File: src/rtl/isc_pkg.sv
package isc_pkg;

    localparam int PRIO_W = 8;
    typedef logic [PRIO_W-1:0] prio_t;
    localparam prio_t PRIO_OFF = '1;

    // per-source status flags
    typedef struct packed {
        logic line_q;    // registered input line
        logic sent;      // level: delivered, awaiting EOI/reject
        logic rejected;  // message: bounced, waits for resend
        logic held;      // message: arrived while masked
    } src_stat_t;

    typedef enum logic [1:0] {
        SCAN_IDLE  = 2'd0,
        SCAN_VISIT = 2'd1,
        SCAN_WAIT  = 2'd2
    } scan_st_t;

    // index of the lowest set bit (0 when none set)
    function automatic int unsigned lowest_set(input logic [63:0] v);
        int unsigned r;
        r = 0;
        for (int i = 63; i >= 0; i--) begin
            if (v[i]) r = i;
        end
        return r;
    endfunction

endpackage

File: src/rtl/isc_slot.sv
module isc_slot
    import isc_pkg::*;
#(
    parameter bit IS_LEVEL = 1'b0,
    parameter int SERVER_W = 4
) (
    input  logic                clk,
    input  logic                rst,
    input  logic                line,
    input  logic                cfg_hit,
    input  logic [SERVER_W-1:0] cfg_server,
    input  prio_t               cfg_prio,
    input  prio_t               cfg_saved,
    input  logic                rej_hit,
    input  logic                eoi_hit,
    input  logic                scan_hit,
    input  logic                issue_hit,
    output logic                want,
    output prio_t               prio,
    output prio_t               saved,
    output logic [SERVER_W-1:0] server
);

    prio_t               prio_q, prio_n, saved_q, saved_n;
    logic [SERVER_W-1:0] server_q, server_n;
    src_stat_t           st_q, st_n;
    logic                want_q, deliver, open_n;

    always_comb begin
        prio_n   = cfg_hit ? cfg_prio   : prio_q;
        saved_n  = cfg_hit ? cfg_saved  : saved_q;
        server_n = cfg_hit ? cfg_server : server_q;
        open_n   = (prio_n != PRIO_OFF);
        st_n        = st_q;
        st_n.line_q = line;
        deliver     = 1'b0;
        if (IS_LEVEL) begin
            if (rej_hit || eoi_hit) st_n.sent = 1'b0;
            if ((line != st_q.line_q || cfg_hit || scan_hit)
                && open_n && line && !st_n.sent) begin
                st_n.sent = 1'b1;
                deliver   = 1'b1;
            end
        end else begin
            if (rej_hit) st_n.rejected = 1'b1;
            // configuration applies before the edge seen in the same cycle
            if (cfg_hit && st_q.held && open_n) begin
                st_n.held = 1'b0;
                deliver   = 1'b1;
            end
            if (line && !st_q.line_q) begin
                if (open_n) deliver   = 1'b1;
                else        st_n.held = 1'b1;
            end
            if (scan_hit && st_n.rejected) begin
                st_n.rejected = 1'b0;
                if (open_n) deliver = 1'b1;
            end
        end
    end

    always_ff @(posedge clk) begin
        if (rst) begin
            prio_q   <= PRIO_OFF;
            saved_q  <= PRIO_OFF;
            server_q <= '0;
            st_q     <= '0;
            want_q   <= 1'b0;
        end else begin
            prio_q   <= prio_n;
            saved_q  <= saved_n;
            server_q <= server_n;
            st_q     <= st_n;
            want_q   <= (want_q && !issue_hit) || deliver;
        end
    end

    assign want   = want_q;
    assign prio   = prio_q;
    assign saved  = saved_q;
    assign server = server_q;

endmodule

File: src/rtl/isc_issue.sv
module isc_issue
    import isc_pkg::*;
#(
    parameter int          N_SRC    = 8,
    parameter int          IDX_W    = 3,
    parameter int          SRC_W    = 16,
    parameter int          SERVER_W = 4,
    parameter int unsigned BASE     = 256
) (
    input  logic                           clk,
    input  logic                           rst,
    input  logic [N_SRC-1:0]               want,
    input  prio_t [N_SRC-1:0]              prio_vec,
    input  logic [N_SRC-1:0][SERVER_W-1:0] server_vec,
    input  logic                           rsp_ack,
    input  logic                           rsp_nak,
    output logic                           req_valid,
    output logic [IDX_W-1:0]               req_idx,
    output logic [SRC_W-1:0]               req_num,
    output prio_t                          req_prio,
    output logic [SERVER_W-1:0]            req_server,
    output logic [N_SRC-1:0]               issue_hit,
    output logic [N_SRC-1:0]               nak_hit
);

    logic                valid_q;
    logic [IDX_W-1:0]    idx_q, pick;
    logic [SRC_W-1:0]    num_q;
    prio_t               prio_q;
    logic [SERVER_W-1:0] server_q;
    logic                any;

    always_comb begin
        any  = |want;
        pick = IDX_W'(lowest_set(64'(want)));
        issue_hit = '0;
        if (!valid_q && any) issue_hit[pick] = 1'b1;
        nak_hit = '0;
        if (valid_q && rsp_nak) nak_hit[idx_q] = 1'b1;
    end

    always_ff @(posedge clk) begin
        if (rst) begin
            valid_q  <= 1'b0;
            idx_q    <= '0;
            num_q    <= '0;
            prio_q   <= PRIO_OFF;
            server_q <= '0;
        end else if (valid_q) begin
            if (rsp_ack || rsp_nak) valid_q <= 1'b0;
        end else if (any) begin
            valid_q  <= 1'b1;
            idx_q    <= pick;
            num_q    <= SRC_W'(BASE) + SRC_W'(pick);
            prio_q   <= prio_vec[pick];
            server_q <= server_vec[pick];
        end
    end

    assign req_valid  = valid_q;
    assign req_idx    = idx_q;
    assign req_num    = num_q;
    assign req_prio   = prio_q;
    assign req_server = server_q;

endmodule

File: src/rtl/isc_scan.sv
module isc_scan
    import isc_pkg::*;
#(
    parameter int N_SRC = 8,
    parameter int IDX_W = 3
) (
    input  logic             clk,
    input  logic             rst,
    input  logic             start,
    input  logic [N_SRC-1:0] want,
    input  logic             req_valid,
    input  logic [IDX_W-1:0] req_idx,
    output logic [N_SRC-1:0] scan_hit,
    output logic             busy
);

    scan_st_t         st_q;
    logic [IDX_W-1:0] idx_q;
    logic             slot_busy;

    always_comb begin
        scan_hit = '0;
        if (st_q == SCAN_VISIT) scan_hit[idx_q] = 1'b1;
        slot_busy = want[idx_q] || (req_valid && req_idx == idx_q);
    end

    always_ff @(posedge clk) begin
        if (rst) begin
            st_q  <= SCAN_IDLE;
            idx_q <= '0;
        end else begin
            unique case (st_q)
                SCAN_IDLE: if (start) begin
                    st_q  <= SCAN_VISIT;
                    idx_q <= '0;
                end
                SCAN_VISIT: st_q <= SCAN_WAIT;
                SCAN_WAIT: if (!slot_busy) begin
                    if (idx_q == IDX_W'(N_SRC - 1)) begin
                        st_q <= SCAN_IDLE;
                    end else begin
                        st_q  <= SCAN_VISIT;
                        idx_q <= idx_q + 1'b1;
                    end
                end
                default: st_q <= SCAN_IDLE;
            endcase
        end
    end

    assign busy = (st_q != SCAN_IDLE);

endmodule

File: src/rtl/intr_src_ctl.sv
module intr_src_ctl
    import isc_pkg::*;
#(
    parameter int               N_SRC      = 8,
    parameter int               SRC_W      = 16,
    parameter int               SERVER_W   = 4,
    parameter int unsigned      BASE       = 256,
    parameter logic [N_SRC-1:0] LEVEL_MASK = 8'hF0,
    localparam int              IDX_W      = (N_SRC > 1) ? $clog2(N_SRC) : 1
) (
    input  logic                clk,
    input  logic                rst,
    input  logic [N_SRC-1:0]    src_line,
    input  logic                cfg_we,
    input  logic [IDX_W-1:0]    cfg_idx,
    input  logic [SERVER_W-1:0] cfg_server,
    input  logic [7:0]          cfg_prio,
    input  logic [7:0]          cfg_saved,
    output logic [SERVER_W-1:0] cfg_rd_server,
    output logic [7:0]          cfg_rd_prio,
    output logic [7:0]          cfg_rd_saved,
    input  logic                ntc_valid,
    input  logic                ntc_eoi,
    input  logic [SRC_W-1:0]    ntc_num,
    input  logic                resend_req,
    output logic                req_valid,
    output logic [SRC_W-1:0]    req_num,
    output logic [SERVER_W-1:0] req_server,
    output logic [7:0]          req_prio,
    input  logic                rsp_ack,
    input  logic                rsp_nak,
    output logic                scan_busy
);

    logic [N_SRC-1:0]               want, issue_hit, nak_hit, scan_hit;
    prio_t [N_SRC-1:0]              prio_vec, saved_vec;
    logic [N_SRC-1:0][SERVER_W-1:0] server_vec;
    logic [IDX_W-1:0]               req_idx;
    logic [SRC_W-1:0]               ntc_off;
    logic                           ntc_in;

    // global number to local index
    assign ntc_off = ntc_num - SRC_W'(BASE);
    assign ntc_in  = ntc_valid && (ntc_off < SRC_W'(N_SRC));

    for (genvar g = 0; g < N_SRC; g++) begin : g_src
        logic hit_cfg, hit_ntc;
        assign hit_cfg = cfg_we && (cfg_idx == IDX_W'(g));
        assign hit_ntc = ntc_in && (ntc_off == SRC_W'(g));

        isc_slot #(
            .IS_LEVEL (LEVEL_MASK[g]),
            .SERVER_W (SERVER_W)
        ) u_slot (
            .clk        (clk),
            .rst        (rst),
            .line       (src_line[g]),
            .cfg_hit    (hit_cfg),
            .cfg_server (cfg_server),
            .cfg_prio   (cfg_prio),
            .cfg_saved  (cfg_saved),
            .rej_hit    ((hit_ntc && !ntc_eoi) || nak_hit[g]),
            .eoi_hit    (hit_ntc && ntc_eoi),
            .scan_hit   (scan_hit[g]),
            .issue_hit  (issue_hit[g]),
            .want       (want[g]),
            .prio       (prio_vec[g]),
            .saved      (saved_vec[g]),
            .server     (server_vec[g])
        );
    end

    always_comb begin
        cfg_rd_server = '0;
        cfg_rd_prio   = PRIO_OFF;
        cfg_rd_saved  = PRIO_OFF;
        for (int i = 0; i < N_SRC; i++) begin
            if (cfg_idx == IDX_W'(i)) begin
                cfg_rd_server = server_vec[i];
                cfg_rd_prio   = prio_vec[i];
                cfg_rd_saved  = saved_vec[i];
            end
        end
    end

    isc_issue #(
        .N_SRC    (N_SRC),
        .IDX_W    (IDX_W),
        .SRC_W    (SRC_W),
        .SERVER_W (SERVER_W),
        .BASE     (BASE)
    ) u_issue (
        .clk        (clk),
        .rst        (rst),
        .want       (want),
        .prio_vec   (prio_vec),
        .server_vec (server_vec),
        .rsp_ack    (rsp_ack),
        .rsp_nak    (rsp_nak),
        .req_valid  (req_valid),
        .req_idx    (req_idx),
        .req_num    (req_num),
        .req_prio   (req_prio),
        .req_server (req_server),
        .issue_hit  (issue_hit),
        .nak_hit    (nak_hit)
    );

    isc_scan #(
        .N_SRC (N_SRC),
        .IDX_W (IDX_W)
    ) u_scan (
        .clk       (clk),
        .rst       (rst),
        .start     (resend_req),
        .want      (want),
        .req_valid (req_valid),
        .req_idx   (req_idx),
        .scan_hit  (scan_hit),
        .busy      (scan_busy)
    );

endmodule

File: config.mk
export PLATFORM = sky130hd
export DESIGN_NAME = intr_src_ctl
export DESIGN_NICKNAME = d
export VERILOG_FILES = /design/src/rtl/isc_pkg.sv /design/src/rtl/isc_slot.sv /design/src/rtl/isc_issue.sv /design/src/rtl/isc_scan.sv /design/src/rtl/intr_src_ctl.sv
export SDC_FILE = /design/constraint.sdc
export NUM_CORES = 1
export LEC_CHECK = 0
export BUFFER_PORTS_ARGS = -buffer_cell sky130_fd_sc_hd__buf_4
export CAP_MARGIN = 20
export CORE_AREA = 2 2 202 145
export CTS_CLUSTER_SIZE = 40
export DETAILED_ROUTE_END_ITERATION = 7
export DIE_AREA = 0 0 204 147
export GPL_TIMING_DRIVEN = 0
export HOLD_SLACK_MARGIN = 0.05
export PLACE_DENSITY = 0.56
export SLEW_MARGIN = 20
export SYNTH_ARGS = -nofsm -noshare
export SYNTH_HDL_FRONTEND = slang
export SYNTH_HIERARCHICAL = 1
export SYNTH_SLANG_ARGS = --single-unit
File: constraint.sdc
create_clock -name clk -period 3.2 [get_ports clk]
set_input_delay 0.96 -clock clk [delete_from_list [all_inputs] [get_ports clk]]
set_output_delay 0.96 -clock clk [all_outputs]
set_load 0.01 [all_outputs]
==> key figures <==
Floorplanning
  – Initial Util: 39.2%
  – IO Count: 105
  – Die area: ~30000 um2
  – Row cnt: 52
  – Die width: a little over 200 um
  – Die height: approximately 150 um
  – Core area: 28200 um2

Setup path
  – Most Frequent Cell on Critical Path: buf_4
  – RR Endpoint: g_src[1].u_slot/want
  – Crit Reg-Reg Startpoint: g_src[0].u_slot/want
  – WP data required: roughly 2200 ps
  – Worst setup EP type: output port
  – CP peak stage delay: 250 ps
  – Crit-path max FO: 10
  – R2R cell count: 8
  – CP cell instances: buf_4 -> inv_1 -> buf_6 -> nor2_4 -> a22o_1 -> a31o_2 -> buf_4
  – CP arrival: around 2200 ps
  – Startpoint Class: input pin
  – Reg2Reg Setup Slack: slightly above 700 ps
  – Highest-delay cell along the critical path: a22o_1
  – Setup CP Type: in2out

Pwr
  – VDD IR max: 0.346 mV
  – Leak: 5.09 nW
  – Total power: 7.34 mW
  – Pwr per Cell Area: 555 nW/um2

Min path
  – Hold Crit Depth: 2
  – Hold EP: g_src[2].u_slot/saved[2]
  – Hold path start: g_src[2].u_slot/saved[2]
  – Worst Hold Class: reg2reg

Status
  – Status: finished clean

Global routing
  – Vias in the first global route: between 9000 and 10000
  – Total gr overflow: 0
  – Global-route wire length before repair: ~60 mm
  – Largest net degree at the start of global routing: 43
  – Initial antenna violation count: 0
  – All-layer global routing usage: 26.9%

Finish
  – Fill count: around 2800
  – Area Overhead vs Synth: 19.4%
  – Sequential cell area: 4200 um2
  – Share of cells above drive strength 1: around a fifth
  – Cell area after layout: 13200 um2
  – Post-layout net count: 1378
  – Area occupied by multi-input gates: 6250 um2

Synthesis
  – Mapped Cells: around 1200
  – Syn_area_per_cell: just over 9 um2
  – Synth Warn #: 6
  – Post-synthesis cell area: 11100 um2

Timing
  – Skew final: 12.7 ps
  – Final Hold Fails: 0
  – Final worst path period need: 3190 ps
  – Setup violations, final: 0
  – Max-slew violation count: 0
  – Setup TNS: 0 ps
  – Slew Limit Headroom: around a quarter
  – Maximum clock rate: 0.313 GHz
  – Tcrit/Tclk final: 99.7%
  – Worst slew pin tran: 1120 ps
  – Fin worst setup slack: 9.79 ps
  – RSZ-0062 raised after global routing: yes

CTS
  – Number of hold buffers added after CTS: 0
  – Sink Count: 210
  – Skew-Pair Late Insertion Delay: 520 ps
  – Clock transition at the registers of the reported paths: around 60 ps
  – Htree depth: 1
  – Clock Path Buffers: 3
  – CTS tree: done
  – Num CTS Buffers: 23
  – Postcts setup bufs: 0
  – Clock root buffer: clkbuf_16

Route
  – Residual DRC: 0
  – Via Count: 9967
  – Drt wl/cell: 23.9 um
  – 1st-iter DRT viols: 992
  – Total Routed Length: 41.0 mm
  – Routed vias/inst: 5.81
  – Initial DRT Pass Iterations: 5
  – ANT nets after route: 0

Placed design
  – Placed Area: 12300 um2
  – GP Congestion: 0.923
  – Post-DP HPWL: slightly below 30 mm
  – # port buffers: 91
  – Dpl ws: -417 ps

Flow run
  – Max_cap viols: 0
-- final cells by class --
class | instances | area share [%]
Antenna cell | 1 | 0.0189
Buffer | 93 | 5.83
Clock buffer | 31 | 5.03
Clock inverter | 10 | 0.795
Inverter | 9 | 0.256
Multi-Input combinational cell | 892 | 47.3
Sequential cell | 210 | 31.8
Tap cell | 378 | 3.58
Timing Repair Buffer | 92 | 5.43
-- layer usage --
| metal | vias up | part of all wire (%) | global-route usage, % | wire length [um] |
|---|---|---|---|---|
| met5 | - | 0 | 0 | 0 |
| met2 | 446 | 40 | 36.7 | 16500 |
| met3 | 56 | 10 | 5.90 | 4100 |
| met4 | 0 | 2.2 | 7.03 | 911 |
| met1 | 4878 | 47 | 41.9 | 19500 |
| li1 | 4587 | - | - | - |
-- sequential cells by signal, indices dropped and copies added, names as in the netlist --
register             count
u_issue/req_server       4
g_src.u_slot/want        8
u_scan/st_q              2
u_issue/req_valid        1
u_scan/idx_q             3
u_issue/req_num          2
g_src.u_slot/server     32
g_src.u_slot/st_q       20
u_issue/req_prio         8
g_src.u_slot/saved      64
u_issue/req_idx          2
g_src.u_slot/prio       64
-- power breakdown --
part	internal (mW)	switching, mW
sequential	2.77	0.156
clock	1.62	1.14
combinational	0.678	0.983
total	5.06	2.28
-- worst max path at each step --
stage          startpoint               to  slack (ps)
2_1_floorplan  cfg_idx[1]   cfg_rd_prio[6]         280
3_3_place_gp   cfg_idx[1]   cfg_rd_prio[6]        -400
3_5_place_dp   cfg_idx[1]   cfg_rd_prio[6]        -420
4_1_cts        cfg_idx[0]   cfg_rd_prio[7]           4
5_1_grt        cfg_idx[2]  cfg_rd_saved[3]         -20
6_report       cfg_idx[2]   cfg_rd_prio[2]          10
-- cell usage in the layout, fill, tap and decap left out, drive strengths merged, types with 11 or more instances in the layout --
cell type	count
dfxtp	210
buf	161
mux2i	133
nand2	128
nor2	114
a211o	73
nor2b	62
clkbuf	55
o21ai	44
nand3	29
and2b	29
o22ai	24
a21oi	23
nand4	21
and3	17
nor3	17
a22oi	16
a22o	14
nand2b	14
conb	12
o221ai	11
a31o	11
-- critical path, delay by kind of cell --
kind                   cells  cell delay, ps
and+or+nand+nor            1              90
buffers and inverters      4             660
AOI/OAI and AO/OA          2             500
-- per-stage QoR --
step           cells  hold WS, ps  utilization (%)
6_report        1716          474             46.8
2_1_floorplan   1204          433                -
4_1_cts         1715          474             46.7
3_5_place_dp    1673          458             43.4
3_3_place_gp    1673          447             43.4
5_1_grt         1715          502             46.8
-- repair_timing --
item | CTS | global route
gates resized for setup | 35 | 13
endpoints found under the setup margin | 20 | 11
gates cloned | 1 | 0
hold endpoints to repair | 0 | 0
pin swaps | 10 | 4
No activity file was read; power rests on OpenSTA's default activity.
